File: src/rtl/tf_stat_pkg.sv
package tf_stat_pkg;
   localparam int STAT_W  = 8;
   localparam int ST_BUSY = 7;
   localparam int ST_RDY  = 6;
   localparam int ST_DWF  = 5;
   localparam int ST_DSC  = 4;
   localparam int ST_DRQ  = 3;
   localparam int ST_CORR = 2;
   localparam int ST_IDX  = 1;
   localparam int ST_ERR  = 0;

   typedef struct packed {
      logic busy;
      logic rdy;
      logic wfault;
      logic seekdone;
      logic drq;
      logic corr;
      logic err;
   } dev_cond_t;
endpackage

File: src/rtl/tf_reg_decode.sv
module tf_reg_decode #(
   parameter int ADDR_W    = 4,
   parameter int PRI_OFFS  = 7,
   parameter int CTRL_OFFS = 14
) (
   input  logic [ADDR_W-1:0] addr,
   input  logic              rd,
   input  logic              wr,
   output logic              pri_rd,
   output logic              alt_rd,
   output logic              ctl_wr
);
   localparam logic [ADDR_W-1:0] PRI_A  = ADDR_W'(PRI_OFFS);
   localparam logic [ADDR_W-1:0] CTRL_A = ADDR_W'(CTRL_OFFS);

   always_comb begin
      pri_rd = rd && (addr == PRI_A);
      alt_rd = rd && (addr == CTRL_A);
      ctl_wr = wr && (addr == CTRL_A);
   end
endmodule

File: src/rtl/tf_devctl.sv
module tf_devctl #(
   parameter int DATA_W   = 8,
   parameter int SRST_BIT = 2,
   parameter int NIEN_BIT = 1
) (
   input  logic              clk,
   input  logic              rst_n,
   input  logic              ctl_wr,
   input  logic [DATA_W-1:0] wdata,
   output logic              srst,
   output logic              nien
);
   logic unused_ignored_bits;
   assign unused_ignored_bits = ^wdata;

   always_ff @(posedge clk or negedge rst_n) begin
      if (!rst_n) begin
         srst <= 1'b0;
         nien <= 1'b0;
      end else if (ctl_wr) begin
         srst <= wdata[SRST_BIT];
         nien <= wdata[NIEN_BIT];
      end
   end
endmodule

File: src/rtl/tf_irq_track.sv
module tf_irq_track (
   input  logic clk,
   input  logic rst_n,
   input  logic req,
   input  logic pri_rd,
   input  logic srst,
   input  logic nien,
   output logic host_irq
);
   logic pend_q;
   logic pend_d;

   always_comb begin
      pend_d = pend_q;
      if (srst)        pend_d = 1'b0;
      else if (req)    pend_d = 1'b1;
      else if (pri_rd) pend_d = 1'b0;
   end

   always_ff @(posedge clk or negedge rst_n) begin
      if (!rst_n) pend_q <= 1'b0;
      else        pend_q <= pend_d;
   end

   assign host_irq = pend_q & ~nien;
endmodule

File: src/rtl/tf_status_fmt.sv
module tf_status_fmt
   import tf_stat_pkg::*;
#(
   parameter int DATA_W   = 8,
   parameter bit READ_REG = 1'b0
) (
   input  logic              clk,
   input  logic              rst_n,
   input  dev_cond_t         cond,
   input  logic              srst,
   input  logic              pri_rd,
   input  logic              alt_rd,
   output logic [DATA_W-1:0] rdata
);
   logic              hold_q;
   logic              busy_eff;
   logic [STAT_W-1:0] stat;
   logic [DATA_W-1:0] rd_word;

   always_ff @(posedge clk or negedge rst_n) begin
      if (!rst_n)            hold_q <= 1'b0;
      else if (srst)         hold_q <= 1'b1;
      else if (cond.rdy)     hold_q <= 1'b0;
   end

   assign busy_eff = cond.busy | hold_q | srst;

   always_comb begin
      stat = '0;
      if (busy_eff) begin
         stat[ST_BUSY] = 1'b1;
      end else begin
         stat[ST_RDY]  = cond.rdy;
         stat[ST_DWF]  = cond.wfault;
         stat[ST_DSC]  = cond.seekdone;
         stat[ST_DRQ]  = cond.drq;
         stat[ST_CORR] = cond.corr;
         stat[ST_IDX]  = 1'b0;
         stat[ST_ERR]  = cond.err;
      end
      rd_word = (pri_rd || alt_rd) ? DATA_W'(stat) : '0;
   end

   generate
      if (READ_REG) begin : g_reg_rd
         always_ff @(posedge clk or negedge rst_n) begin
            if (!rst_n) rdata <= '0;
            else        rdata <= rd_word;
         end
      end else begin : g_comb_rd
         assign rdata = rd_word;
      end
   endgenerate
endmodule

File: src/rtl/tf_status_ctrl.sv
module tf_status_ctrl
   import tf_stat_pkg::*;
#(
   parameter int ADDR_W    = 4,
   parameter int DATA_W    = 8,
   parameter int PRI_OFFS  = 7,
   parameter int CTRL_OFFS = 14,
   parameter int SRST_BIT  = 2,
   parameter int NIEN_BIT  = 1,
   parameter bit READ_REG  = 1'b0
) (
   input  logic              clk,
   input  logic              rst_n,
   input  logic [ADDR_W-1:0] host_addr,
   input  logic              host_rd,
   input  logic              host_wr,
   input  logic [DATA_W-1:0] host_wdata,
   output logic [DATA_W-1:0] host_rdata,
   input  logic              dev_busy,
   input  logic              dev_rdy,
   input  logic              dev_wfault,
   input  logic              dev_seekdone,
   input  logic              dev_drq,
   input  logic              dev_corr,
   input  logic              dev_err,
   input  logic              dev_irq_req,
   output logic              host_irq,
   output logic              soft_rst,
   output logic              irq_enabled
);
   initial begin
      assert (DATA_W == STAT_W) else $error("DATA_W must equal the status width");
      assert (PRI_OFFS != CTRL_OFFS) else $error("offsets must differ");
      assert (PRI_OFFS < (1 << ADDR_W) && CTRL_OFFS < (1 << ADDR_W))
         else $error("offset exceeds address range");
      assert (SRST_BIT != NIEN_BIT && SRST_BIT < DATA_W && NIEN_BIT < DATA_W)
         else $error("control bit positions invalid");
   end

   logic      pri_rd, alt_rd, ctl_wr;
   logic      srst_q, nien_q;
   dev_cond_t cond;

   assign cond = '{busy: dev_busy, rdy: dev_rdy, wfault: dev_wfault,
                   seekdone: dev_seekdone, drq: dev_drq, corr: dev_corr,
                   err: dev_err};

   tf_reg_decode #(.ADDR_W(ADDR_W), .PRI_OFFS(PRI_OFFS), .CTRL_OFFS(CTRL_OFFS)) u_dec (
      .addr(host_addr), .rd(host_rd), .wr(host_wr),
      .pri_rd(pri_rd), .alt_rd(alt_rd), .ctl_wr(ctl_wr)
   );

   tf_devctl #(.DATA_W(DATA_W), .SRST_BIT(SRST_BIT), .NIEN_BIT(NIEN_BIT)) u_ctl (
      .clk(clk), .rst_n(rst_n), .ctl_wr(ctl_wr), .wdata(host_wdata),
      .srst(srst_q), .nien(nien_q)
   );

   tf_irq_track u_irq (
      .clk(clk), .rst_n(rst_n), .req(dev_irq_req), .pri_rd(pri_rd),
      .srst(srst_q), .nien(nien_q), .host_irq(host_irq)
   );

   tf_status_fmt #(.DATA_W(DATA_W), .READ_REG(READ_REG)) u_fmt (
      .clk(clk), .rst_n(rst_n), .cond(cond), .srst(srst_q),
      .pri_rd(pri_rd), .alt_rd(alt_rd), .rdata(host_rdata)
   );

   assign soft_rst    = srst_q;
   assign irq_enabled = ~nien_q;
endmodule

File: config.mk
export PLATFORM = sky130hd
export DESIGN_NAME = tf_status_ctrl
export DESIGN_NICKNAME = d
export VERILOG_FILES = /design/src/rtl/tf_stat_pkg.sv /design/src/rtl/tf_reg_decode.sv /design/src/rtl/tf_devctl.sv /design/src/rtl/tf_irq_track.sv /design/src/rtl/tf_status_fmt.sv /design/src/rtl/tf_status_ctrl.sv
export SDC_FILE = /design/constraint.sdc
export NUM_CORES = 1
export LEC_CHECK = 0
export CAP_MARGIN = 20
export CORE_AREA = 4 4 41 43
export DETAILED_ROUTE_END_ITERATION = 7
export DIE_AREA = 0 0 45 47
export PLACE_DENSITY_LB_ADDON = 0.05
export SLEW_MARGIN = 15
export SYNTH_ARGS = -nofsm -noshare
export SYNTH_HDL_FRONTEND = slang
export SYNTH_SLANG_ARGS = --single-unit
File: constraint.sdc
create_clock -name clk -period 1.8 [get_ports clk]
set_clock_uncertainty 0.15 [all_clocks]
set_input_delay 0.27 -clock clk [delete_from_list [all_inputs] [get_ports clk]]
set_output_delay 0.27 -clock clk [all_outputs]
set_load 0.01 [all_outputs]
# == Yosys cells after proc, flatten, opt, wreduce, memory -nomap -nowiden ==
# Cells that the tools add are included.
# word_totals
regBits,4
in_bits,24
out_inout_bits,11
wordCells,24
# op_classes
eq_ne,2
muxes,8
bitwise,4
reduce_logical,6
# ops
operator,count
2-to-1 mux 8 bit,1
2-to-1 mux 7 bit,1
2-to-1 mux 1 bit,6
"equality test 4 x 3 -> 1 bit, second input constant",1
"equality test 4 bit, second input constant",1
logical AND 1 bit,3
nonzero test 3 bit,1
OR 1 bit,2
nonzero test 2 bit,1
AND 1 bit,1
logical OR 1 bit,1
NOT 1 bit,1

# == Depth between registers and ports, before layout ==
# depth
ltp_word,5
mapped_depth,3
depth_no_buf,3

# == Hierarchy ==
# From an unflattened synthesis, not the netlist that was laid out.
# hier_totals
cells_unflattened,31
hier_area_um2,274.0
# by_module_without_submodules
mod,n_inst,cells_each,area_per_inst_um2,seq_area_each_um2
tf_status_fmt,1,14,117.6,25.0
tf_devctl,1,4,72.6,50.0
tf_irq_track,1,5,50.0,25.0
tf_reg_decode,1,7,30.0,0.0
tf_status_ctrl,1,1,3.8,0.0

# == Worst setup path before layout ==
# OpenSTA, ideal clock, no wires.
# synth_timing
path_kind,flip-flop to output port
startpoint,reg u_ctl.srst
endpoint,out host_rdata[6]
arrival_ps,1191
t_required_ps,1380
path_slack_ps,189
stages_incl_launch_ff,3
n_path_buf,0
cell_sequence,dfrtp_1 -> or3_4 -> nor4_1
# synth_between
elab_chain_cells,3
# synth_rtl
element,line,source
from (decl),tf_devctl.sv:10,"output logic srst,"
from (signal assigned),tf_devctl.sv:21,srst <= wdata[SRST_BIT];
OR 1 bit,tf_status_fmt.sv:26,assign busy_eff = cond.busy | hold_q | srst;
2-to-1 mux 7 bit,tf_status_fmt.sv:30,if (busy_eff) begin
2-to-1 mux 8 bit,tf_status_fmt.sv:41,rd_word = (pri_rd || alt_rd) ? DATA_W'(stat) : '0;
to (decl),tf_status_ctrl.sv:18,"output logic [DATA_W-1:0] host_rdata,"
# No other way between the ends.

# == Worst setup path in the final report ==
# layout_timing
startpoint,reg u_ctl.srst
endpoint,out host_rdata[0]
# The elaborated chain is that of the path after synthesis.

==> results.tsv <==
stage	metric	value	unit
routing	drtAntennaViolNets	0	
routing	drc_errors	0	
sta	fin_crit_sh	110.0	%
cts	ctsLongestPathBuffers	2	
yosys	ys_seq_elements	4	
routing	num_vias	343	
sta	fin_ws	-0.1792	ns
run_status	violations	setup timing	
yosys	synth_largest_area_cell	dfrtp_1	
yosys	synth-compound-area-share	3.286	%
global_route	grt_pass1_wl	1366	µm
yosys	yosys.area_share.simple	40.38	%
critical_path	worstSetupStartpointType	register	
layout	layout-drive-gt1-share	47.76	%
sta	setup_viol	7	
routing	met1_length	268	µm
sta	hold_viol	0	
layout	finalNetCount	93	
critical_path	crit_type	register to primary output	
yosys	synthXorXnorAreaFrac	3.286	%
die	die_height	47	µm
die	start_util	20.48	%
critical_path	cp_slowest_cell	or3_4	
routing	wl_met2	530	µm
placed_design	dp_slack	-0.5921	ns
yosys	yosys_warnings	0	
routing	firstDrtPassIters	2	
yosys	netlist_top_cells_area	dfrtp_1 38%, and2_1 12%, mux2_2 8.5%, or3_4 4.2%, nor3_2 3.8%	
cts	cts_hold_buffers	0	
die	num_io_pins	35	
cts	h-tree-depth	1	
sta	rsz0062_at_grt	true	
sta	max_clock_freq	0.5052	GHz
yosys	yosysTopAreaCellShare	37.56	%
sta	tns	-0.7869	ns
placed_design	port_buffers	27	
global_route	first_global_vias	323	
cts	clk_pin_slew_worst_paths	0.03	ns
yosys	synth.net_count	52	
cts	cts-root-buf	clkbuf_4	
die	rows	13	
sta	finalMaxSlewViolations	0	
cts	numCtsBuffers	3	
yosys	synth-adder-area-share	0	%
power	p_leak	0.0003279	µW
cts	cts_tree	done	
critical_path	cp_top_family	simple AND/OR/NAND/NOR gates	
critical_path	slowest_delay	0.39	ns
routing	maxUsedRoutingLayer	met3	
hold_path	hold_class	primary input to async pin	
critical_path	crit_required	1.38	ns
flow_run	maxCapViolCount	0	
routing	wl_per_cell	11.83	µm
routing	drt_iter0_drc	1	
die	die_w	45	µm
routing	wl	970	µm
run_status	status	complete, but fails checks	
critical_path	crit_fanout	2	
sta	min_period	1.979	ns
routing	met3_length	171	µm
routing	vias_per_cell	4.183	
critical_path	cp.arrival	1.56	ns
global_route	grt_max_degree	5	
critical_path	cpMostUsedCell	buf_6	
yosys	synth_top_family_by_area	simple AND/OR/NAND/NOR gates	
critical_path	crit_chain	or3_4 -> nor3_4 -> buf_6 -> buf_6 -> and2_4 -> buf_6	
global_route	grt_overflow	0	
die	core-area	0.001301	mm²
power	powerDensity	586.7	mW/mm²
global_route	grt_antenna_before_repair	0	
layout	antenna_cells	0	
yosys	muxShareOfSynthArea	8.451	%
yosys	ys_seq_area_share	37.56	%
global_route	grt_usage	9.184	%
critical_path	crit_path_end_kind	primary output	
yosys	synthCells	28	
placed_design	gp_congestion	0.7822	
layout	syn_to_final_growth	154.5	%
yosys	syn_avg_cell_area	9.518	µm²
power	ir_worst_vdd	0.3480	mV
critical_path	cp_num_buf_inv	3	
die	dieArea	0.002115	mm²
yosys	ys_types	19	
cts	clk_latency	0.23	ns
cts	cts_sinks	4	
yosys	syn_area	266.5	µm²
-- cells in the final DEF, fill, tap and decap left out, drive strengths merged --
cell            n
nor2b           1
xnor2           1
mux2            2
nor3b           1
nor3            2
nand3           1
buf            17
nor4            1
inv             2
dlymetal6s2s    2
clkdlybuf4s50  17
and2            5
or2             1
nor4b           1
dlygate4sd2     1
nand4           1
conb            1
nor2            1
clkbuf          3
dfrtp           4
or3             1
a21o            1
-- kinds of logic after synthesis --
kind of cell	Yosys count
AND/OR/NAND/NOR	16
flip-flops	4
buffers and inverters	3
multiplexers	2
AO/OA/AOI/OAI	1
XOR/XNOR	1
other	1
-- layout make-up --
class / instances / area (µm²)
Clock buffer: 3 / 22.52
Inverter: 2 / 7.507
Fill cell: 123 / 623.1
Sequential cell: 4 / 100.1
Tap cell: 15 / 18.77
Multi-Input combinational cell: 21 / 188.9
Timing Repair Buffer: 37 / 340.3
-- cells in the mapped netlist --
master / count
nor4_1: 1
nor3_2: 1
nor2b_1: 1
dfrtp_1: 4
nor3_1: 1
xnor2_1: 1
nor3b_1: 1
inv_1: 2
and2_1: 5
mux2_2: 2
nor2_1: 1
nor4b_1: 1
or2_1: 1
buf_4: 1
or3_4: 1
nand3_1: 1
a21o_2: 1
conb_1: 1
nand4_1: 1
-- flip-flops by register name, summed over array words and instances (netlist names) --
register      count
u_ctl.srst        1
u_ctl.nien        1
u_irq.pend_q      1
u_fmt.hold_q      1
-- path summary, 6_finish.rpt --
path	start	end	slack (ns)	depth (start not counted)
min in group clk	u_fmt.hold_q$_DFFE_PN0P_	u_fmt.hold_q$_DFFE_PN0P_	0.33	1
max reg2reg	u_ctl.srst$_DFFE_PN0P_	u_ctl.srst$_DFFE_PN0P_	0.77	2
max in group asynchronous	rst_n	u_irq.pend_q$_DFFE_PN0P_	1.24	1
min reg2reg	u_fmt.hold_q$_DFFE_PN0P_	u_fmt.hold_q$_DFFE_PN0P_	0.33	1
max	u_ctl.srst$_DFFE_PN0P_	host_rdata[0]	-0.18	6
min	rst_n	u_ctl.srst$_DFFE_PN0P_	0.1	1
-- metrics by stage --
step | power [µW] | hold WS [ns] | instances | util [%] | cell area [µm²]
finish | 397.9 | 0.09613 | 82 | 52.12 | 678.2
global route | 427.1 | 0.1016 | 82 | 52.12 | 678.2
CTS | 401.1 | 0.09457 | 81 | 48.65 | 633.1
detailed placement | 278.7 | 0.3247 | 74 | 45.00 | 585.6
global placement | 277.2 | 0.3289 | 74 | 45.00 | 585.6
floorplan | 180.0 | -0.1756 | 28 | - | 266.5
-- power by group --
group | switching [µW] | total, µW | internal [µW]
combinational | 58.2 | 169 | 111
sequential | 10.7 | 124 | 113
clock | 31.3 | 105 | 74.2
-- what timing repair did --
item,CTS,global route
setup buffers,4,1
endpoints found under the setup margin,7,7
gates resized for setup,36,10
hold endpoints to repair,0,0
pin swaps,7,3
-- worst register-to-register path, cell delays in order (launching register included) --
cell,delay [ns]
dfrtp_1,0.37
buf_4,0.14
mux2_2,0.25
-- routing by layer --
metal,global-route usage (%),up-vias
met4,7.018,0
met5,0,-
met2,16.67,21
met1,8.238,150
li1,-,172
met3,3.448,0
Power figures use the tool's default switching activity.
